`src/rtl/link_bringup_pkg.sv`:
```
package link_bringup_pkg;

    localparam int NUM_PHASES = 6;
    localparam int MODE_TX_BIT = 0;
    localparam int MODE_RX_BIT = 1;

    typedef enum logic [2:0] {
        PH_RESET   = 3'd0,
        PH_CALSET  = 3'd1,
        PH_CLKDET  = 3'd2,
        PH_TRAIN   = 3'd3,
        PH_CALSYNC = 3'd4,
        PH_LINKUP  = 3'd5,
        PH_NONE    = 3'd7
    } phase_e;

    typedef enum logic [1:0] {
        SQ_IDLE  = 2'd0,
        SQ_ISSUE = 2'd1,
        SQ_WAIT  = 2'd2
    } seq_state_e;

    typedef struct packed {
        logic       restart;
        logic [1:0] mode;
    } cmd_t;

    function automatic logic phase_is_timed(phase_e p);
        return (p == PH_CLKDET) || (p == PH_TRAIN) || (p == PH_CALSYNC);
    endfunction

    function automatic phase_e phase_next(phase_e p, logic restart);
        phase_e n;
        case (p)
            PH_RESET:   n = restart ? PH_CLKDET : PH_CALSET;
            PH_CALSET:  n = PH_CLKDET;
            PH_CLKDET:  n = PH_TRAIN;
            PH_TRAIN:   n = PH_CALSYNC;
            PH_CALSYNC: n = PH_LINKUP;
            default:    n = PH_NONE;
        endcase
        return n;
    endfunction

endpackage

```
`src/rtl/lbu_cmd_latch.sv`:
```
module lbu_cmd_latch
    import link_bringup_pkg::*;
#(
    parameter int TMO_W = 8
) (
    input  logic             clk,
    input  logic             rst,
    input  logic             accept_i,
    input  logic             start_i,
    input  logic [1:0]       mode_i,
    input  logic [TMO_W-1:0] timeout_i,
    output cmd_t             cmd_o,
    output logic [TMO_W-1:0] tmo_o
);

    cmd_t             cmd_q;
    logic [TMO_W-1:0] tmo_q;

    always_ff @(posedge clk) begin
        if (rst) begin
            cmd_q <= '0;
            tmo_q <= '0;
        end else if (accept_i) begin
            // start has priority when both commands arrive together
            cmd_q.restart <= !start_i;
            cmd_q.mode    <= mode_i;
            tmo_q         <= timeout_i;
        end
    end

    assign cmd_o = cmd_q;
    assign tmo_o = tmo_q;

    a_r9_hold_without_accept: assert property (@(posedge clk) disable iff (rst)
        !accept_i |=> (cmd_q == $past(cmd_q)) && (tmo_q == $past(tmo_q)))
        else $error("command fields changed without an accepted command");

endmodule

```
`src/rtl/lbu_tick_timer.sv`:
```
module lbu_tick_timer #(
    parameter int CNT_W    = 10,
    parameter int TICK_DIV = 4
) (
    input  logic             clk,
    input  logic             rst,
    input  logic             load_i,
    input  logic [CNT_W-1:0] load_val_i,
    input  logic             run_i,
    output logic             expired_o
);

    localparam int PRE_W = (TICK_DIV > 1) ? $clog2(TICK_DIV) : 1;
    localparam logic [PRE_W-1:0] PRE_LAST = PRE_W'(TICK_DIV - 1);

    logic [PRE_W-1:0] pre_q;
    logic [CNT_W-1:0] cnt_q;
    logic             tick;

    generate
        if (TICK_DIV > 1) begin : g_prescale
            assign tick = (pre_q == PRE_LAST);
        end else begin : g_noprescale
            assign tick = 1'b1;
        end
    endgenerate

    always_ff @(posedge clk) begin
        if (rst) begin
            pre_q <= '0;
            cnt_q <= '0;
        end else if (load_i) begin
            pre_q <= '0;
            cnt_q <= load_val_i;
        end else if (run_i) begin
            pre_q <= tick ? '0 : pre_q + 1'b1;
            if (tick && (cnt_q != '0))
                cnt_q <= cnt_q - 1'b1;
        end
    end

    assign expired_o = (cnt_q == '0);

    a_r5_count_never_rises: assert property (@(posedge clk) disable iff (rst)
        !load_i |=> cnt_q <= $past(cnt_q))
        else $error("timeout counter rose without a reload");

    a_r5_expiry_sticks: assert property (@(posedge clk) disable iff (rst)
        (expired_o && !load_i) |=> expired_o)
        else $error("expiry cleared without a reload");

endmodule

```
`src/rtl/lbu_phase_fsm.sv`:
```
module lbu_phase_fsm
    import link_bringup_pkg::*;
(
    input  logic                  clk,
    input  logic                  rst,
    input  logic                  accept_i,
    input  logic                  restart_i,
    input  logic                  phase_done_i,
    input  logic                  phase_err_i,
    input  logic                  expired_i,
    output logic [NUM_PHASES-1:0] go_o,
    output logic                  tmr_load_o,
    output logic                  tmr_run_o,
    output logic                  train_sel_o,
    output logic                  busy_o,
    output logic                  done_o,
    output logic                  error_o,
    output logic [2:0]            fail_code_o
);

    seq_state_e st_q;
    phase_e     phase_q;
    phase_e     fail_q;
    logic       done_q;
    logic       err_q;
    logic       timed;

    assign timed = phase_is_timed(phase_q);

    always_ff @(posedge clk) begin
        if (rst) begin
            st_q    <= SQ_IDLE;
            phase_q <= PH_RESET;
            fail_q  <= PH_NONE;
            done_q  <= 1'b0;
            err_q   <= 1'b0;
        end else begin
            case (st_q)
                SQ_IDLE: begin
                    if (accept_i) begin
                        st_q    <= SQ_ISSUE;
                        phase_q <= PH_RESET;
                        fail_q  <= PH_NONE;
                        done_q  <= 1'b0;
                        err_q   <= 1'b0;
                    end
                end
                SQ_ISSUE: st_q <= SQ_WAIT;
                SQ_WAIT: begin
                    if (phase_done_i) begin
                        if (phase_err_i) begin
                            err_q  <= 1'b1;
                            fail_q <= phase_q;
                            st_q   <= SQ_IDLE;
                        end else if (phase_q == PH_LINKUP) begin
                            done_q <= 1'b1;
                            st_q   <= SQ_IDLE;
                        end else begin
                            phase_q <= phase_next(phase_q, restart_i);
                            st_q    <= SQ_ISSUE;
                        end
                    end else if (timed && expired_i) begin
                        err_q  <= 1'b1;
                        fail_q <= phase_q;
                        st_q   <= SQ_IDLE;
                    end
                end
                default: st_q <= SQ_IDLE;
            endcase
        end
    end

    generate
        for (genvar g = 0; g < NUM_PHASES; g++) begin : g_go
            assign go_o[g] = (st_q == SQ_ISSUE) && (phase_q == phase_e'(g));
        end
    endgenerate

    assign tmr_load_o  = (st_q == SQ_ISSUE) && timed;
    assign tmr_run_o   = (st_q == SQ_WAIT);
    assign train_sel_o = (phase_q == PH_TRAIN);
    assign busy_o      = (st_q != SQ_IDLE);
    assign done_o      = done_q;
    assign error_o     = err_q;
    assign fail_code_o = fail_q;

    a_r2_single_go: assert property (@(posedge clk) disable iff (rst)
        $onehot0(go_o))
        else $error("more than one phase started at once");

    a_r2_forward_only: assert property (@(posedge clk) disable iff (rst)
        (st_q == SQ_ISSUE && $past(st_q) == SQ_WAIT) |-> phase_q > $past(phase_q))
        else $error("phase order went backwards");

    a_r3_restart_skips_calendar: assert property (@(posedge clk) disable iff (rst)
        (st_q == SQ_ISSUE && restart_i) |-> phase_q != PH_CALSET)
        else $error("calendar programming started on a restart");

    a_r4_abort_to_idle: assert property (@(posedge clk) disable iff (rst)
        $rose(err_q) |-> (st_q == SQ_IDLE) && (go_o == '0))
        else $error("sequence continued after an error");

    a_r5_timeout_reports: assert property (@(posedge clk) disable iff (rst)
        (st_q == SQ_WAIT && timed && expired_i && !phase_done_i)
        |=> err_q && (fail_q == $past(phase_q)))
        else $error("timeout not reported against the timed phase");

    a_r11_done_err_exclusive: assert property (@(posedge clk) disable iff (rst)
        !(done_q && err_q))
        else $error("done and error both high");

endmodule

```
`src/rtl/link_bringup_seq.sv`:
```
module link_bringup_seq
    import link_bringup_pkg::*;
#(
    parameter int TMO_W       = 8,
    parameter int TICK_DIV    = 4,
    parameter int TRAIN_TICKS = 600
) (
    input  logic             clk,
    input  logic             rst,
    input  logic             start_i,
    input  logic             restart_i,
    input  logic [1:0]       mode_i,
    input  logic [TMO_W-1:0] timeout_i,
    output logic [5:0]       phase_go_o,
    input  logic             phase_done_i,
    input  logic             phase_err_i,
    output logic [1:0]       mode_o,
    output logic             busy_o,
    output logic             done_o,
    output logic             error_o,
    output logic [2:0]       fail_code_o
);

    localparam int TRN_W = $clog2(TRAIN_TICKS + 1);
    localparam int CNT_W = (TRN_W > TMO_W) ? TRN_W : TMO_W;

    cmd_t             cmd;
    logic [TMO_W-1:0] tmo_q;
    logic             accept;
    logic             busy;
    logic             tmr_load;
    logic             tmr_run;
    logic             train_sel;
    logic             expired;
    logic [CNT_W-1:0] load_val;

    assign accept = !busy && (start_i || restart_i);

    lbu_cmd_latch #(.TMO_W(TMO_W)) u_cmd (
        .clk       (clk),
        .rst       (rst),
        .accept_i  (accept),
        .start_i   (start_i),
        .mode_i    (mode_i),
        .timeout_i (timeout_i),
        .cmd_o     (cmd),
        .tmo_o     (tmo_q)
    );

    assign load_val = train_sel ? CNT_W'(TRAIN_TICKS) : CNT_W'(tmo_q);

    lbu_tick_timer #(.CNT_W(CNT_W), .TICK_DIV(TICK_DIV)) u_tmr (
        .clk        (clk),
        .rst        (rst),
        .load_i     (tmr_load),
        .load_val_i (load_val),
        .run_i      (tmr_run),
        .expired_o  (expired)
    );

    lbu_phase_fsm u_fsm (
        .clk          (clk),
        .rst          (rst),
        .accept_i     (accept),
        .restart_i    (cmd.restart),
        .phase_done_i (phase_done_i),
        .phase_err_i  (phase_err_i),
        .expired_i    (expired),
        .go_o         (phase_go_o),
        .tmr_load_o   (tmr_load),
        .tmr_run_o    (tmr_run),
        .train_sel_o  (train_sel),
        .busy_o       (busy),
        .done_o       (done_o),
        .error_o      (error_o),
        .fail_code_o  (fail_code_o)
    );

    assign busy_o = busy;
    assign mode_o = cmd.mode;

    a_r9_mode_stable: assert property (@(posedge clk) disable iff (rst)
        (busy && $past(busy)) |-> $stable(mode_o))
        else $error("mode changed during a sequence");

    a_r8_no_accept_busy: assert property (@(posedge clk) disable iff (rst)
        (busy && (start_i || restart_i)) |=> $stable(mode_o))
        else $error("command accepted while busy");

endmodule

```
`config.mk`:
```
export PLATFORM = sky130hd
export DESIGN_NAME = link_bringup_seq
export DESIGN_NICKNAME = d
export VERILOG_FILES = /design/src/rtl/link_bringup_pkg.sv /design/src/rtl/lbu_cmd_latch.sv /design/src/rtl/lbu_tick_timer.sv /design/src/rtl/lbu_phase_fsm.sv /design/src/rtl/link_bringup_seq.sv
export SDC_FILE = /design/constraint.sdc
export NUM_CORES = 1
export LEC_CHECK = 0
export BUFFER_PORTS_ARGS = -buffer_cell sky130_fd_sc_hd__buf_2
export CORE_UTILIZATION = 50
export CTS_CLUSTER_DIAMETER = 60
export DETAILED_ROUTE_END_ITERATION = 7
export PLACE_DENSITY_LB_ADDON = 0.2
export SLEW_MARGIN = 40
export SYNTH_ARGS = -nofsm -noshare
export SYNTH_HDL_FRONTEND = slang
export SYNTH_SLANG_ARGS = --single-unit
```
`constraint.sdc`:
```
create_clock -name clk -period 4.55 [get_ports clk]
set_input_delay 0.91 -clock clk [delete_from_list [all_inputs] [get_ports clk]]
set_output_delay 0.91 -clock clk [all_outputs]
set_load 0.005 [all_outputs]
```
==> metrics.yaml, run 1 <==
clocking:
  cts_tree: "built"
  clock_path_buffers: 2
  cts_resized: 0
  clkSinkCount: 33
  path_clk_slew_ns: 0.12
  cts_buffers: 5
  hold_buffers: 0
  cts_max_level: 2
  post-cts-setup-buffers: 0
  cts-root-buf: "clkbuf_4"
  insertion_delay_ns: 0.35
die:
  coreArea_um2: 3103
  num_rows: 20
  die_x_um: 59.48
  io_pins: 30
  dieArea_um2: 3537
  start_util: 0.5323
  dieHeight_um: 59.48
timing:
  worst_pin_slew_ns: 0.7361
  fin_crit_sh: 0.5876
  finClkSkew_ns: 0.007287
  whs_ns: 0.4686
  slew_violations: 0
  worst_slack_ns: 1.877
  rsz0062_at_grt: "no"
  setup_viol_count_final: 0
  hold_viol: 0
  fmax_mhz: 374.0
  fin_crit_ns: 2.673
  tns_ns: 0
  slew_headroom: 0.5066
global_route:
  antenna_found_initial: 0
  grt_pass1_vias: 1399
  grt_pass1_wl_um: 6078
  gr-total-overflow: 0
  grt_use_total: 0.2319
  grt_max_degree: 37
placement:
  gp_congestion: 0.8455
  place_worst_setup_slack_ns: 2.224
  dpl_cell_area_um2: 1813
  portBuffers: 29
  dp_hpwl_um: 2565
routing:
  avgRoutedWirePerCell_um: 13.37
  wl_um: 3650
  via_per_inst: 5.667
  vias: 1547
  post-route-drc-count: 0
  first_pass_iters: 4
  drtIter0Drc: 64
  final_antenna_net_count: 0
cells_and_area:
  finalInstanceArea_um2: 1897
  final_nets: 246
  area_growth_pct: 14.85
  diodes: 0
  drive_above_1_share: 0.2052
  fillCellCount: 301
yosys:
  syn_nets: 221
  syn_area_um2: 1652
  seq_area_frac_synth: 0.4000
  ys_ff_latch: 33
  synth_commonest_cells: "dfxtp_1 (33), a21oi_1 (29), nand2_1 (28)"
  yosysTopAreaCellShare: 0.4000
  yosysMostFrequentCell: "dfxtp_1"
  synth_flop_cell: "dfxtp_1"
  yosys.cell_types.count: 44
  avgSynthCellArea_um2: 8.136
  synth_edf_count: 0
  async_flop_share: 0
  synth_top_cells_by_area: "dfxtp_1 (40%), a21oi_1 (8.8%), nand2_1 (6.4%), nor3_1 (5.2%), nor2_1 (3.4%)"
  yosysTopAreaCell: "dfxtp_1"
  synth_warnings: 0
  syn_inst: 203
worst_setup_path:
  criticalPathCategory: "flop to output pin"
  cp-start-kind: "flop"
  ff2ff_path_depth: 7
  path_max_fanout: 12
  critPathCaptureType: "output pin"
  cp.arrival_ns: 1.76
  crit_required_ns: 3.64
power_and_ir_drop:
  p_leak_uw: 0.0007478
  power.density_nw_per_um2: 328.0
  vdd_drop_max_mv: 0.2665
worst_hold_path:
  min_path_cells: 2
  min_path_type: "flop to flop"
run_status:
  status: "finished, final reports clean"
job:
  cap_violations: 0
==> final timing paths <==
check,endpoint,slack [ns],from
worst max register to register,u_tmr.cnt_q[0]$_SDFFE_PP0P_,2.17,u_tmr.cnt_q[0]$_SDFFE_PP0P_
worst max-delay path,phase_go_o[4],1.88,u_fsm.phase_q[2]$_SDFFE_PP0P_
worst min-delay path,u_cmd.tmo_o[3]$_SDFFE_PP0P_,0.47,u_cmd.tmo_o[3]$_SDFFE_PP0P_
worst min register to register,u_cmd.tmo_o[3]$_SDFFE_PP0P_,0.47,u_cmd.tmo_o[3]$_SDFFE_PP0P_
==> cells in the final DEF, fill, tap and decap left out, drive strengths merged, types with 3 or more instances in the layout <==
master,count
a211oi,4
a21oi,29
a221oi,3
a31oi,3
buf,30
clkbuf,5
dfxtp,33
inv,8
mux2i,3
nand2,28
nand2b,5
nor2,15
nor2b,5
nor3,19
==> state kept, by name, summed over array words and instances, names as in the netlist <==
name	count
u_fsm.done_o	1
u_fsm.error_o	1
u_fsm.st_q	2
u_cmd.tmo_o	8
u_tmr.pre_q	2
u_fsm.phase_q	3
u_tmr.cnt_q	10
u_fsm.fail_code_o	3
u_cmd.cmd_o	3
==> metal layers <==
metal | track usage | wire length (µm) | share of wire
met5 | 0 | 0 | 0
met4 | 0.09864 | 55 | 0.015
met3 | 0.06550 | 225 | 0.062
met2 | 0.3579 | 1706 | 0.47
met1 | 0.3020 | 1662 | 0.46
==> worst max-delay path, cell delays in order, from the launching register on <==
cell and delay [ns]:
dfxtp_1 0.59, nor3b_1 0.48, nor2b_1 0.21, buf_2 0.13
==> power by group <==
group	internal [µW]	switching, µW
Sequential	302	12.6
Clock	116	114
Combinational	32.5	44.7
Total	451	171
==> cell type report <==
type                       instances  area (µm²)  area share
tap                               44       55.05     0.02902
clock buffer                       5       37.54     0.01979
inverter                           8       30.03     0.01583
timing repair buffer              30       152.6     0.08047
multi-input combinational        150       914.6      0.4822
sequential                        33       660.6      0.3483
clock inverter                     3       46.29     0.02441
==> kinds of logic (layout without fill, tap and decap cells) <==
kind of cell,count (synthesis),in the layout,synth area share
fa+ha+maj,2,2,0.01515
buf+inv,20,46,0.04924
flops,33,33,0.4000
xor+xnor,2,2,0.01061
compound gates,57,57,0.2371
mux,3,3,0.01818
simple gates,86,86,0.2697
==> stage by stage <==
stage,power [µW],util,instances
detailed placement,398.5,0.5843,265
global placement,394.7,0.5827,265
CTS,624.5,0.6113,273
finish,622.2,0.6113,273
global route,649.2,0.6113,273
floorplan,373.2,-,203
(Power assumes the default switching activity.)
==> run 2, diff against run 1 <==
--- a/config.mk
+++ b/config.mk
@@ -6,7 +6,7 @@
 export NUM_CORES = 1
 export LEC_CHECK = 0
 export BUFFER_PORTS_ARGS = -buffer_cell sky130_fd_sc_hd__buf_2
-export CORE_UTILIZATION = 50
+export CORE_UTILIZATION = 49
 export CTS_CLUSTER_DIAMETER = 60
 export DETAILED_ROUTE_END_ITERATION = 7
 export PLACE_DENSITY_LB_ADDON = 0.2
==> constraint.sdc (replaced) <==
create_clock -name clk -period 2.2 [get_ports clk]
set_input_delay 0.44 -clock clk [delete_from_list [all_inputs] [get_ports clk]]
set_output_delay 0.44 -clock clk [all_outputs]
set_load 0.005 [all_outputs]
==> metrics.yaml, run 2 (same netlist as run 1, synthesis figures left out) <==
worst_setup_path:
  crit_required_ns: 2.41  # -1.23 ns
  crit_path_max_incr_delay_ns: 0.43  # -0.16 ns
  cp_cell_sequence: "inv_1 -> ha_1 -> nor4b_4 -> o2111ai_2 -> a221oi_4 -> mux2i_1 -> nor2_1"
  crit_path_top_delay_cell: "a221oi_4"
  crit_buf_inv: 1  # unchanged
  critPathCaptureType: "flop"
  path_max_fanout: 7  # -5
  cp_top_family: "compound AO/OA/AOI/OAI gates"
  cp-start-kind: "flop"
  cp.arrival_ns: 2.29  # +0.53 ns
  criticalPathCategory: "flop to flop"
timing:
  rsz0062_at_grt: "yes"
  setup_viol_count_final: 0  # unchanged
  hold_viol: 0  # unchanged
  worst_slack_ns: 0.1253  # -1.751 ns
  fin_crit_sh: 0.9431
  worst_pin_slew_ns: 0.6356  # -0.1004 ns
  slew_headroom: 0.5762  # +0.06963
  finClkSkew_ns: 0.01265  # +0.005367 ns
  slew_violations: 0  # unchanged
  fin_crit_ns: 2.075
  fmax_mhz: 482.0
routing:
  post-route-drc-count: 0  # unchanged
  final_antenna_net_count: 0  # unchanged
  vias: 1567  # +1.3%
  first_pass_iters: 4  # unchanged
  wl_um: 3743  # +2.5%
  avgRoutedWirePerCell_um: 13.32  # -0.37%
  via_per_inst: 5.577  # -1.6%
  drtIter0Drc: 60  # -6.3%
cells_and_area:
  drive_above_1_share: 0.2321  # +0.02683
  area_growth_pct: 17.50
  most-common-layout-cells: "dfxtp_1 (33), a21oi_1 (29), buf_2 (29)"
  final_cells: 281  # +2.9%
  multi_input_area_um2: 915.9  # +0.14%
  final_common_cell: "dfxtp_1"
  largest_register: "u_tmr.cnt_q"
  largest_reg_flops: 10  # unchanged
  diodes: 0  # unchanged
  finalInstanceArea_um2: 1941  # +2.3%
  fillCellCount: 285  # -5.3%
  layout.area.seq_um2: 660.6  # unchanged
  final_nets: 255  # +3.7%
run_status:
  status: "finished, final reports clean"
clocking:
  clkSinkCount: 33  # unchanged
  hold_buffers: 0  # unchanged
  cts_tree: "built"
  clock_path_buffers: 2  # unchanged
  cts-root-buf: "clkbuf_4"
  path_clk_slew_ns: 0.11  # about the same
  insertion_delay_ns: 0.35  # about the same
  cts_max_level: 2  # unchanged
  cts_buffers: 5  # unchanged
placement:
  gp_congestion: 0.8274  # -2.1%
  place_worst_setup_slack_ns: 0.1041  # -2.120 ns
  dpl_cell_area_um2: 1868  # +3.0%
  dp_hpwl_um: 2652  # +3.4%
  dp_cells: 273  # +3.0%
  portBuffers: 29  # unchanged
power_and_ir_drop:
  p_leak_uw: 0.0007786  # +4.1%
  power.density_nw_per_um2: 608.8  # +86%
  vdd_drop_max_mv: 0.3803  # +43%
  p_total_uw: 1182  # +90%
global_route:
  grt_pass1_vias: 1378  # -1.5%
  met1_usage: 0.3164  # +0.01438
  grt_use_met2: 0.3460  # -0.01191
  gr-total-overflow: 0  # unchanged
  antenna_found_initial: 0  # unchanged
  busiest_layer: "met2"
  grt_pass1_wl_um: 6189  # +1.8%
  grt_max_degree: 37  # unchanged
  met3_usage: 0.06494  # -0.0005671
  grt_use_total: 0.2340  # +0.002076
job:
  cap_violations: 0  # unchanged
die:
  dieArea_um2: 3607  # +2.0%
  start_util: 0.5280  # -0.004258
  num_rows: 20  # unchanged
  dieHeight_um: 60.06  # +0.98%
  coreArea_um2: 3128  # +0.81%
  die_x_um: 60.06  # +0.98%
  io_pins: 30  # unchanged
worst_hold_path:
  min_path_type: "input port to flop"
run 2: area by class of cell:
class / instances / area share
Clock inverter: 1 / 0.003868
Multi-Input combinational cell: 150 / 0.4720
Timing Repair Buffer: 39 / 0.1135
Clock buffer: 6 / 0.02643
Sequential cell: 33 / 0.3404
Inverter: 8 / 0.01547
Tap cell: 44 / 0.02837
run 2: stage by stage:
stage                     utilization  hold WS (ns)  TNS (ns)
after global placement         0.5972        0.4401         0
after CTS                      0.6160        0.2905         0
after global routing           0.6204        0.2989  -0.05295
after detailed placement       0.5972        0.4447         0
after floorplan                     -        0.4357         0
final                          0.6204        0.3046         0
run 2: layer usage:
layer / vias to the layer above / share of wire
met1: 719 / 0.48
met2: 43 / 0.45
met4: 0 / 0.022
met3: 10 / 0.048
li1: 795 / -
met5: - / 0
run 2: worst paths after layout:
check,startpoint,endpoint,slack [ns],depth (start not counted)
max reg2reg,u_tmr.cnt_q[0]$_SDFFE_PP0P_,u_fsm.error_o$_SDFFE_PP0P_,0.13,7
min,start_i,u_cmd.cmd_o[2]$_SDFFE_PP0P_,0.30,2
max,u_tmr.cnt_q[0]$_SDFFE_PP0P_,u_fsm.error_o$_SDFFE_PP0P_,0.13,7
min reg2reg,u_cmd.cmd_o[0]$_SDFFE_PP0P_,u_cmd.cmd_o[0]$_SDFFE_PP0P_,0.46,2
run 2: timing repair:
item | in CTS | in global routing
resized for setup | 0 | 1
setup endpoints to repair | 0 | 5
buffers inserted | 0 | 1
run 2: worst register-to-register path, delay by kind of cell, from the launching register on:
kind	cells	cell delay, ns
DFF	1	0.35
muxes	1	0.23
and+or+nand+nor	2	0.36
adders and majority gates	1	0.22
buffers and inverters	1	0.12
AOI/OAI and AO/OA	2	0.66
run 2: power by group:
group,switching (µW),internal [µW],total [µW]
registers,22.4,625,648
clock network,213,149,363
logic,97.7,73.4,171
total,334,848,1180
